## src/rtl/irq_hub_pkg.sv

```systemverilog
package irq_hub_pkg;
  localparam int unsigned IRQ_N  = 19;
  localparam int unsigned SRC_N  = 20;
  localparam int unsigned TEST_N = 16;
  localparam int unsigned SEL_W  = 5;
  localparam int unsigned ID_W   = 3;
  localparam int unsigned DUAL_LINE = 8;
  localparam int unsigned DUAL_SRC  = 19;

  localparam logic [7:0] KEY_A = 8'h59;
  localparam logic [7:0] KEY_B = 8'h16;
  localparam logic [7:0] KEY_C = 8'h88;

  typedef enum logic [1:0] {LK_IDLE, LK_GOT_A, LK_GOT_B, LK_OPEN} lock_st_e;

  function automatic logic line_reserved(int n);
    return (n == 3) || (n == 14) || (n == 16);
  endfunction

  function automatic logic nmi_sel_ok(logic [SEL_W-1:0] s);
    return (int'(s) < IRQ_N) && !line_reserved(int'(s));
  endfunction

  function automatic logic [TEST_N-1:0] test_mask();
    logic [TEST_N-1:0] m;
    for (int i = 0; i < TEST_N; i++) m[i] = !line_reserved(i);
    return m;
  endfunction

  function automatic logic [ID_W-1:0] ident_bits(int n, logic [SRC_N-1:0] s);
    logic [ID_W-1:0] v;
    v = '0;
    if (!line_reserved(n) && n < IRQ_N) begin
      v[0] = s[n];
      if (n == DUAL_LINE) v[1] = s[DUAL_SRC];
    end
    return v;
  endfunction
endpackage

```

## src/rtl/irq_hub_sync.sv

```systemverilog
module irq_hub_sync #(
  parameter int unsigned W      = 20,
  parameter int unsigned STAGES = 2
) (
  input  logic         clk,
  input  logic         rst_n,
  input  logic [W-1:0] d,
  output logic [W-1:0] q
);
  logic [W-1:0] st [STAGES];

  always_ff @(posedge clk or negedge rst_n) begin
    if (!rst_n) begin
      for (int i = 0; i < STAGES; i++) st[i] <= '0;
    end else begin
      st[0] <= d;
      for (int i = 1; i < STAGES; i++) st[i] <= st[i-1];
    end
  end

  assign q = st[STAGES-1];
endmodule

```

## src/rtl/irq_hub_lock.sv

```systemverilog
module irq_hub_lock
  import irq_hub_pkg::*;
(
  input  logic       clk,
  input  logic       rst_n,
  input  logic       key_we,
  input  logic [7:0] key_byte,
  output logic       unlocked
);
  lock_st_e st_q, st_d;

  always_comb begin
    st_d = st_q;
    if (key_we) begin
      unique case (st_q)
        LK_IDLE:  st_d = (key_byte == KEY_A) ? LK_GOT_A : LK_IDLE;
        LK_GOT_A: st_d = (key_byte == KEY_B) ? LK_GOT_B : LK_IDLE;
        LK_GOT_B: st_d = (key_byte == KEY_C) ? LK_OPEN  : LK_IDLE;
        LK_OPEN:  st_d = (key_byte == KEY_A) ? LK_OPEN  : LK_IDLE;
        default:  st_d = LK_IDLE;
      endcase
    end
  end

  always_ff @(posedge clk or negedge rst_n) begin
    if (!rst_n) st_q <= LK_IDLE;
    else        st_q <= st_d;
  end

  assign unlocked = (st_q == LK_OPEN);
endmodule

```

## src/rtl/irq_hub_route.sv

```systemverilog
module irq_hub_route
  import irq_hub_pkg::*;
(
  input  logic              clk,
  input  logic              rst_n,
  input  logic [SRC_N-1:0]  src_sync,
  input  logic              test_mode,
  input  logic [TEST_N-1:0] test_reg,
  input  logic [SEL_W-1:0]  nmi_sel,
  output logic [IRQ_N-1:0]  irq_q,
  output logic              nmi_q
);
  logic [IRQ_N-1:0] agg;
  logic             nmi_d;

  always_comb begin
    for (int n = 0; n < IRQ_N; n++) begin
      if (test_mode) agg[n] = (n < TEST_N) ? (test_reg[n] && !line_reserved(n)) : 1'b0;
      else           agg[n] = |ident_bits(n, src_sync);
    end
    nmi_d = nmi_sel_ok(nmi_sel) ? agg[nmi_sel] : 1'b0;
  end

  always_ff @(posedge clk or negedge rst_n) begin
    if (!rst_n) begin
      irq_q <= '0;
      nmi_q <= 1'b0;
    end else begin
      irq_q <= agg;
      nmi_q <= nmi_d;
    end
  end
endmodule

```

## src/rtl/irq_hub.sv

```systemverilog
module irq_hub
  import irq_hub_pkg::*;
#(
  parameter int unsigned ADDR_W      = 8,
  parameter int unsigned DATA_W      = 32,
  parameter int unsigned SYNC_STAGES = 2
) (
  input  logic              clk,
  input  logic              rst_n,
  input  logic [SRC_N-1:0]  src_req,
  input  logic              bus_we,
  input  logic [ADDR_W-1:0] bus_addr,
  input  logic [DATA_W-1:0] bus_wdata,
  output logic [DATA_W-1:0] bus_rdata,
  output logic [IRQ_N-1:0]  irq_out,
  output logic              nmi_out
);
  localparam int unsigned IDX_W = ADDR_W - 2;
  localparam logic [IDX_W-1:0] CTRL_IDX = IDX_W'(32);
  localparam logic [IDX_W-1:0] TEST_IDX = IDX_W'(33);
  localparam logic [IDX_W-1:0] LOCK_IDX = IDX_W'(35);
  localparam int unsigned TM_BIT = 7;

  logic [IDX_W-1:0]  idx;
  logic [SRC_N-1:0]  src_sync;
  logic [SEL_W-1:0]  sel_q;
  logic              tm_q;
  logic [TEST_N-1:0] treg_q;
  logic              unlocked_w;
  logic              ctrl_we_w, test_we_w, lock_we_w;
  logic              unused_bits;

  assign idx       = bus_addr[ADDR_W-1:2];
  assign ctrl_we_w = bus_we && (idx == CTRL_IDX);
  assign test_we_w = bus_we && (idx == TEST_IDX);
  assign lock_we_w = bus_we && (idx == LOCK_IDX);
  assign unused_bits = ^{bus_wdata[DATA_W-1:TEST_N], bus_addr[1:0]};

  irq_hub_sync #(.W(SRC_N), .STAGES(SYNC_STAGES)) u_sync (
    .clk(clk), .rst_n(rst_n), .d(src_req), .q(src_sync)
  );

  irq_hub_lock u_lock (
    .clk(clk), .rst_n(rst_n), .key_we(lock_we_w),
    .key_byte(bus_wdata[7:0]), .unlocked(unlocked_w)
  );

  always_ff @(posedge clk or negedge rst_n) begin
    if (!rst_n) begin
      sel_q  <= '0;
      tm_q   <= 1'b0;
      treg_q <= '0;
    end else begin
      if (ctrl_we_w) begin
        sel_q <= bus_wdata[SEL_W-1:0];
        if (unlocked_w) tm_q <= bus_wdata[TM_BIT];
      end
      if (test_we_w) treg_q <= treg_q ^ (bus_wdata[TEST_N-1:0] & test_mask());
    end
  end

  irq_hub_route u_route (
    .clk(clk), .rst_n(rst_n), .src_sync(src_sync), .test_mode(tm_q),
    .test_reg(treg_q), .nmi_sel(sel_q), .irq_q(irq_out), .nmi_q(nmi_out)
  );

  always_comb begin
    bus_rdata = '0;
    if (int'(idx) < IRQ_N)    bus_rdata[ID_W-1:0] = ident_bits(int'(idx), src_sync);
    else if (idx == CTRL_IDX) begin
      bus_rdata[SEL_W-1:0] = sel_q;
      bus_rdata[TM_BIT]    = tm_q;
    end
    else if (idx == TEST_IDX) bus_rdata[TEST_N-1:0] = treg_q;
    else if (idx == LOCK_IDX) bus_rdata[0] = unlocked_w;
  end
endmodule

```

## config.mk

```make
export PLATFORM = sky130hd
export DESIGN_NAME = irq_hub
export DESIGN_NICKNAME = d
export VERILOG_FILES = /design/src/rtl/irq_hub_pkg.sv /design/src/rtl/irq_hub_sync.sv /design/src/rtl/irq_hub_lock.sv /design/src/rtl/irq_hub_route.sv /design/src/rtl/irq_hub.sv
export SDC_FILE = /design/constraint.sdc
export NUM_CORES = 1
export LEC_CHECK = 0
export ABC_AREA = 1
export BUFFER_PORTS_ARGS = -buffer_cell sky130_fd_sc_hd__buf_4
export CELL_PAD_IN_SITES_DETAIL_PLACEMENT = 1
export CELL_PAD_IN_SITES_GLOBAL_PLACEMENT = 2
export CORE_MARGIN = 1.5
export CORE_UTILIZATION = 32
export CTS_CLUSTER_DIAMETER = 80
export DETAILED_ROUTE_END_ITERATION = 10
export MAX_ROUTING_LAYER = met4
export PLACE_DENSITY = 0.92
export REMOVE_ABC_BUFFERS = 1
export SLEW_MARGIN = 40
export SYNTH_ARGS = -nofsm -noshare
export SYNTH_HDL_FRONTEND = slang
export SYNTH_SLANG_ARGS = --single-unit
```

## constraint.sdc

```tcl
create_clock -name clk -period 3.7 [get_ports clk]
set_input_delay 0.925 -clock clk [delete_from_list [all_inputs] [get_ports clk]]
set_output_delay 0.925 -clock clk [all_outputs]
set_load 0.01 [all_outputs]
```

==> results of run 1 <==
==> per-layer routing <==
layer	routed length [um]	vias up	track usage, %
met4	76	0	4.79
met3	440	8	2.93
met5	0	-	-
met2	4620	89	28.6
li1	-	1344	-
met1	4160	1364	22.0
==> state kept, by name, summed over array words and instances (netlist names) <==
| register | flops |
|---|---|
| u_route.nmi_q | 1 |
| sel_q | 5 |
| u_sync.q | 20 |
| u_sync.st | 20 |
| treg_q | 14 |
| tm_q | 1 |
| u_route.irq_q | 16 |
| u_lock.st_q | 2 |
==> power by group through the flow <==
stage / Sequential [W] / Clock, W / Combinational [W]
floorplan: 0.000991 / 0 / 0.000136
global placement: 0.000995 / 0 / 0.000265
detailed placement: 0.000998 / 0 / 0.000275
CTS: 0.000982 / 0.000661 / 0.000278
global route: 0.000991 / 0.000695 / 0.000312
finish: 0.000981 / 0.000649 / 0.000276
==> synth_stat cells <==
cell / instances / share of area [%]
dfrtp_1: 79 / 55
a211oi_1: 1 / 0.21
nor2_2: 7 / 1.2
o221ai_1: 1 / 0.24
buf_12: 1 / 0.56
nor4_1: 2 / 0.35
nand3_2: 6 / 1.7
nand2_8: 2 / 1.1
buf_4: 23 / 4.8
nand2_4: 1 / 0.31
xor2_1: 14 / 3.4
nand3_1: 17 / 2.4
nor3_1: 2 / 0.28
nand2_1: 109 / 11
nand4_1: 4 / 0.69
inv_4: 1 / 0.17
inv_2: 1 / 0.10
buf_6: 3 / 0.94
o21bai_1: 1 / 0.21
inv_1: 52 / 5.4
a31oi_1: 1 / 0.17
nor2_4: 3 / 0.94
and2_1: 1 / 0.17
nor2_1: 40 / 4.2
inv_8: 1 / 0.31
a21oi_1: 7 / 0.97
o21ai_0: 21 / 2.9
conb_1: 1 / 0.10
==> through the flow <==
stage               hold WS (ps)  cells
floorplan                    331    394
global placement             336    610
detailed placement           337    610
CTS                          357    626
global route                 366    626
finish                       356    626
==> final cells by class <==
cell class | instances | share of cell area [%]
repair buffers | 76 | 13.1
multi-input cells | 260 | 28.6
inverters | 55 | 4.93
flip-flops and latches | 79 | 45.0
clock buffers | 9 | 2.82
clock inverters | 7 | 1.57
well taps | 140 | 3.99
==> cell families (layout without fill, tap and decap cells) <==
group,after synthesis,after routing,synth area share [%]
AND/OR/NAND/NOR,194,194,24.6
buffers and inverters,82,147,12.3
flip-flops,79,79,54.9
AO/OA/AOI/OAI,32,32,4.72
XOR/XNOR,14,14,3.40
other,1,20,0.104
==> path summary, 6_finish.rpt <==
path                               start            end  slack, ps  depth (start not counted)
max                          bus_addr[2]   bus_rdata[0]        550                         10
min                        u_sync.st[29]    u_sync.q[9]        360                          0
max reg2reg                     sel_q[0]  u_route.nmi_q       2040                          7
min reg2reg                u_sync.st[29]    u_sync.q[9]        360                          0
max in group asynchronous          rst_n   u_sync.q[17]       2620                          1
min in group asynchronous          rst_n  u_sync.st[33]        590                          1
==> flow_summary.json, run 1 <==
{
  "outcome": "complete, no violations",
  "die_h_um": 109,
  "p_switching_w": 0.000602,
  "ant_nets": 0,
  "drt_pre_antenna_iters": 4,
  "crit_top_cell": "nand2_1",
  "cts.htree.levels": 3,
  "worstMarginPinSlew_ps": 710,
  "hp-class": "register to register",
  "grt_overflow_total": 0,
  "ys_seq_elements": 79,
  "ios": 115,
  "fillers": 1322,
  "wirelength_um": 9300,
  "drive_gt1_share_pct": 23.5,
  "p_per_area_nw_per_um2": 434,
  "design_area_um2": 4390,
  "grt_pass1_vias": 2946,
  "synth_cell_types": 28,
  "syn_to_final_growth_pct": 21.8,
  "swShare_pct": 31.6,
  "relSlewSlack_pct": 52.7,
  "path_cells": "buf_4 -> nor2_1 -> nand3_1 -> o21ai_0 -> nor2_1 -> nand2_1 -> inv_1 -> nand2_1 -> nand2_1 -> buf_4",
  "period_share_pct": 85.1,
  "wl_per_cell_um": 14.9,
  "multi_input_area_um2": 1250,
  "final_cell_mix": "nand2_1 (109), dfrtp_1 (79), buf_4 (75)",
  "cts_tree": "built",
  "dpl_cell_area_um2": 4200,
  "combPwrFrac_pct": 14.5,
  "start_util_pct": 33.1,
  "finalSetupViolCount": 0,
  "cp-start-kind": "input pin",
  "syn_area_per_cell_um2": 8.96,
  "vias": 2805,
  "die-area_um2": 11900,
  "peakVddDrop_v": 0.000181,
  "drtIter0Drc": 85,
  "cts-root-buf": "clkbuf_8",
  "cts_inserted_buffers": 9,
  "power.total_w": 0.00191,
  "path_delay_family": "simple AND/OR/NAND/NOR gates",
  "slew_viol_final": 0,
  "antenna_found_initial": 0,
  "dp_slack_ps": 576,
  "grt_max_degree": 80,
  "drt-vias-per-instance": 4.48,
  "cts_sinks": 79,
  "crit_buf_inv": 3,
  "grt_pass1_wl_um": 14900,
  "yosys_warnings": 0,
  "p_clk_share_pct": 34.1,
  "p_int_w": 0.00130,
  "post_cts_buffers": 0,
  "slowest_delay_ps": 370,
  "cp_max_fo": 12,
  "hpwlAfterDp_um": 7110,
  "antenna_cells": 0,
  "cp-end-kind": "output pin",
  "cts_resized": 0,
  "port_buffers": 75,
  "worst_skew_pair.late_latency_ps": 360,
  "clkTransAtPathRegs_ps": 90,
  "synthCells": 402,
  "tns_ps": 0,
  "clockBufferDepth": 2,
  "drv_cap": 0,
  "grt_use_total_pct": 17.4,
  "fin_util_pct": 40.3,
  "rsz0062_at_grt": "false",
  "hold_viol_final": 0,
  "final_net_count": 544,
  "layout_commonest_cell": "nand2_1",
  "slowest_stage": "nor2_1",
  "rows": 38,
  "drc": 0,
  "arrival_ps": 2220,
  "synth_area_um2": 3600,
  "worst_slack_ps": 551,
  "path_class": "input pin to output pin",
  "skew_ps": 7.85,
  "p_seq_share_pct": 51.5,
  "regArea_um2": 1980,
  "fmax_mhz": 318,
  "p_leak_nw": 2.31,
  "die_x_um": 109,
  "seq_area_frac_synth_pct": 54.9,
  "coreArea_um2": 10900,
  "min_period_ps": 3150,
  "hold_buffers": 0,
  "place_congestion": 0.856,
  "required_ps": 2770
}
Power figures use the tool's default switching activity.
==> run 2, diff against run 1 <==
- BUFFER_PORTS_ARGS: -buffer_cell sky130_fd_sc_hd__buf_4 -> -buffer_cell sky130_fd_sc_hd__buf_2
==> run 2 against run 1 <==
Non-clock buffer count is the same. Clock skew shrank 2.2 ps. Core utilization shrank 1.6 points. Sequential cell count is the same. Critical path type unchanged. Largest cell class unchanged. Largest power group unchanged.
==> flow_summary.json, run 2 (synthesis results as in run 1) <==
{
  "outcome": "complete, no violations",
  "start_util_pct": 33.1,
  "final_net_count": 544,
  "peakVddDrop_v": 0.000162,
  "drive_gt1_share_pct": 23.5,
  "fillers": 1337,
  "cts-root-buf": "clkbuf_8",
  "drtIter0Drc": 129,
  "final_cell_mix": "nand2_1 (109), dfrtp_1 (79), buf_2 (74)",
  "hp-class": "register to register",
  "arrival_ps": 2170,
  "finalSetupViolCount": 0,
  "p_clk_share_pct": 35.3,
  "p_seq_share_pct": 51.5,
  "path_class": "input pin to output pin",
  "syn_to_final_growth_pct": 17.0,
  "cts_inserted_buffers": 9,
  "cts_sinks": 79,
  "slowest_stage": "nor2_1",
  "worstMarginPinSlew_ps": 702,
  "crit_top_cell": "nand2_1",
  "cts_resized": 0,
  "grt_use_total_pct": 17.0,
  "relSlewSlack_pct": 53.2,
  "p_per_area_nw_per_um2": 452,
  "rows": 38,
  "grt_overflow_total": 0,
  "whs_ps": 356,
  "swShare_pct": 29.8,
  "slowest_delay_ps": 370,
  "antenna_cells": 0,
  "worst_slack_ps": 603,
  "skew_ps": 5.65,
  "fin_util_pct": 38.7,
  "drc": 0,
  "ios": 115,
  "port_buffers": 75,
  "vias": 2774,
  "die_h_um": 109,
  "cp-end-kind": "output pin",
  "worst_skew_pair.late_latency_ps": 350,
  "die-area_um2": 11900,
  "drt-vias-per-instance": 4.43,
  "clockBufferDepth": 2,
  "p_leak_nw": 2.27,
  "clkTransAtPathRegs_ps": 90,
  "post_cts_buffers": 0,
  "grt_pass1_vias": 2918,
  "hold_viol_final": 0,
  "cp_max_fo": 12,
  "slew_viol_final": 0,
  "combPwrFrac_pct": 13.3,
  "grt_pass1_wl_um": 14700,
  "grt_max_degree": 80,
  "cts.htree.levels": 3,
  "fmax_mhz": 323,
  "path_cells": "buf_2 -> nor2_1 -> nand3_1 -> o21ai_0 -> nor2_1 -> nand2_1 -> inv_1 -> nand2_1 -> nand2_1 -> buf_2",
  "layout_commonest_cell": "nand2_1",
  "dp_slack_ps": 606,
  "rsz0062_at_grt": "false",
  "wirelength_um": 9030,
  "coreArea_um2": 10900,
  "cp-start-kind": "input pin",
  "tns_ps": 0,
  "required_ps": 2770,
  "min_period_ps": 3100,
  "p_int_w": 0.00134,
  "antenna_found_initial": 0,
  "cts_tree": "built",
  "die_x_um": 109,
  "period_share_pct": 83.7,
  "ant_nets": 0,
  "drt_pre_antenna_iters": 4,
  "hpwlAfterDp_um": 6920,
  "place_congestion": 0.856,
  "drv_cap": 0,
  "wl_per_cell_um": 14.4,
  "hold_buffers": 0,
  "p_switching_w": 0.000569
}
run 2: worst paths after layout:
| path | start | to | slack [ps] | cells past startpoint |
|---|---|---|---|---|
| worst max-delay path | bus_addr[2] | bus_rdata[0] | 600 | 10 |
| worst min-delay path | u_sync.st[38] | u_sync.q[18] | 360 | 0 |
| worst max register to register | sel_q[0] | u_route.nmi_q | 2050 | 7 |
| worst min register to register | u_sync.st[38] | u_sync.q[18] | 360 | 0 |
| max in group asynchronous | rst_n | u_sync.st[37] | 2630 | 1 |
| min in group asynchronous | rst_n | u_sync.q[19] | 600 | 1 |
run 2: through the flow:
| stage | cells | cell area, um2 | power [W] |
|---|---|---|---|
| finish | 626 | 4220 | 0.00191 |
| global route | 626 | 4220 | 0.00200 |
| CTS | 626 | 4220 | 0.00193 |
| detailed placement | 610 | 4010 | 0.00125 |
| global placement | 610 | 4010 | 0.00124 |
| floorplan | 394 | 3450 | 0.00113 |
run 2: metal layers:
metal | track usage (%) | share of wire [%] | vias to the layer above
li1 | - | - | 1347
met1 | 21.5 | 44 | 1328
met2 | 28.2 | 49 | 83
met3 | 2.69 | 5.0 | 16
met4 | 5.26 | 1.7 | 0
met5 | - | 0 | -
run 2: final cells by class:
| class | count | area [um2] | area share [%] |
|---|---|---|---|
| flip-flops and latches | 79 | 1980 | 46.9 |
| multi-input cells | 260 | 1250 | 29.8 |
| repair buffers | 76 | 389 | 9.23 |
| inverters | 55 | 216 | 5.13 |
| well taps | 140 | 175 | 4.15 |
| clock buffers | 9 | 124 | 2.94 |
| clock inverters | 7 | 80.1 | 1.90 |
run 2: worst max-delay path, delay by kind of cell:
| family | cells | cell delay, ps |
|---|---|---|
| simple gates | 6 | 720 |
| buf+inv | 3 | 380 |
| compound gates | 1 | 160 |
run 2: power groups by stage:
stage	clock network [W]	logic [W]	registers [W]
after floorplan	0	0.000136	0.000991
after global routing	0.000721	0.000290	0.000991
after detailed placement	0	0.000253	0.000998
after CTS	0.000688	0.000256	0.000982
after global placement	0	0.000244	0.000994
final	0.000672	0.000253	0.000981
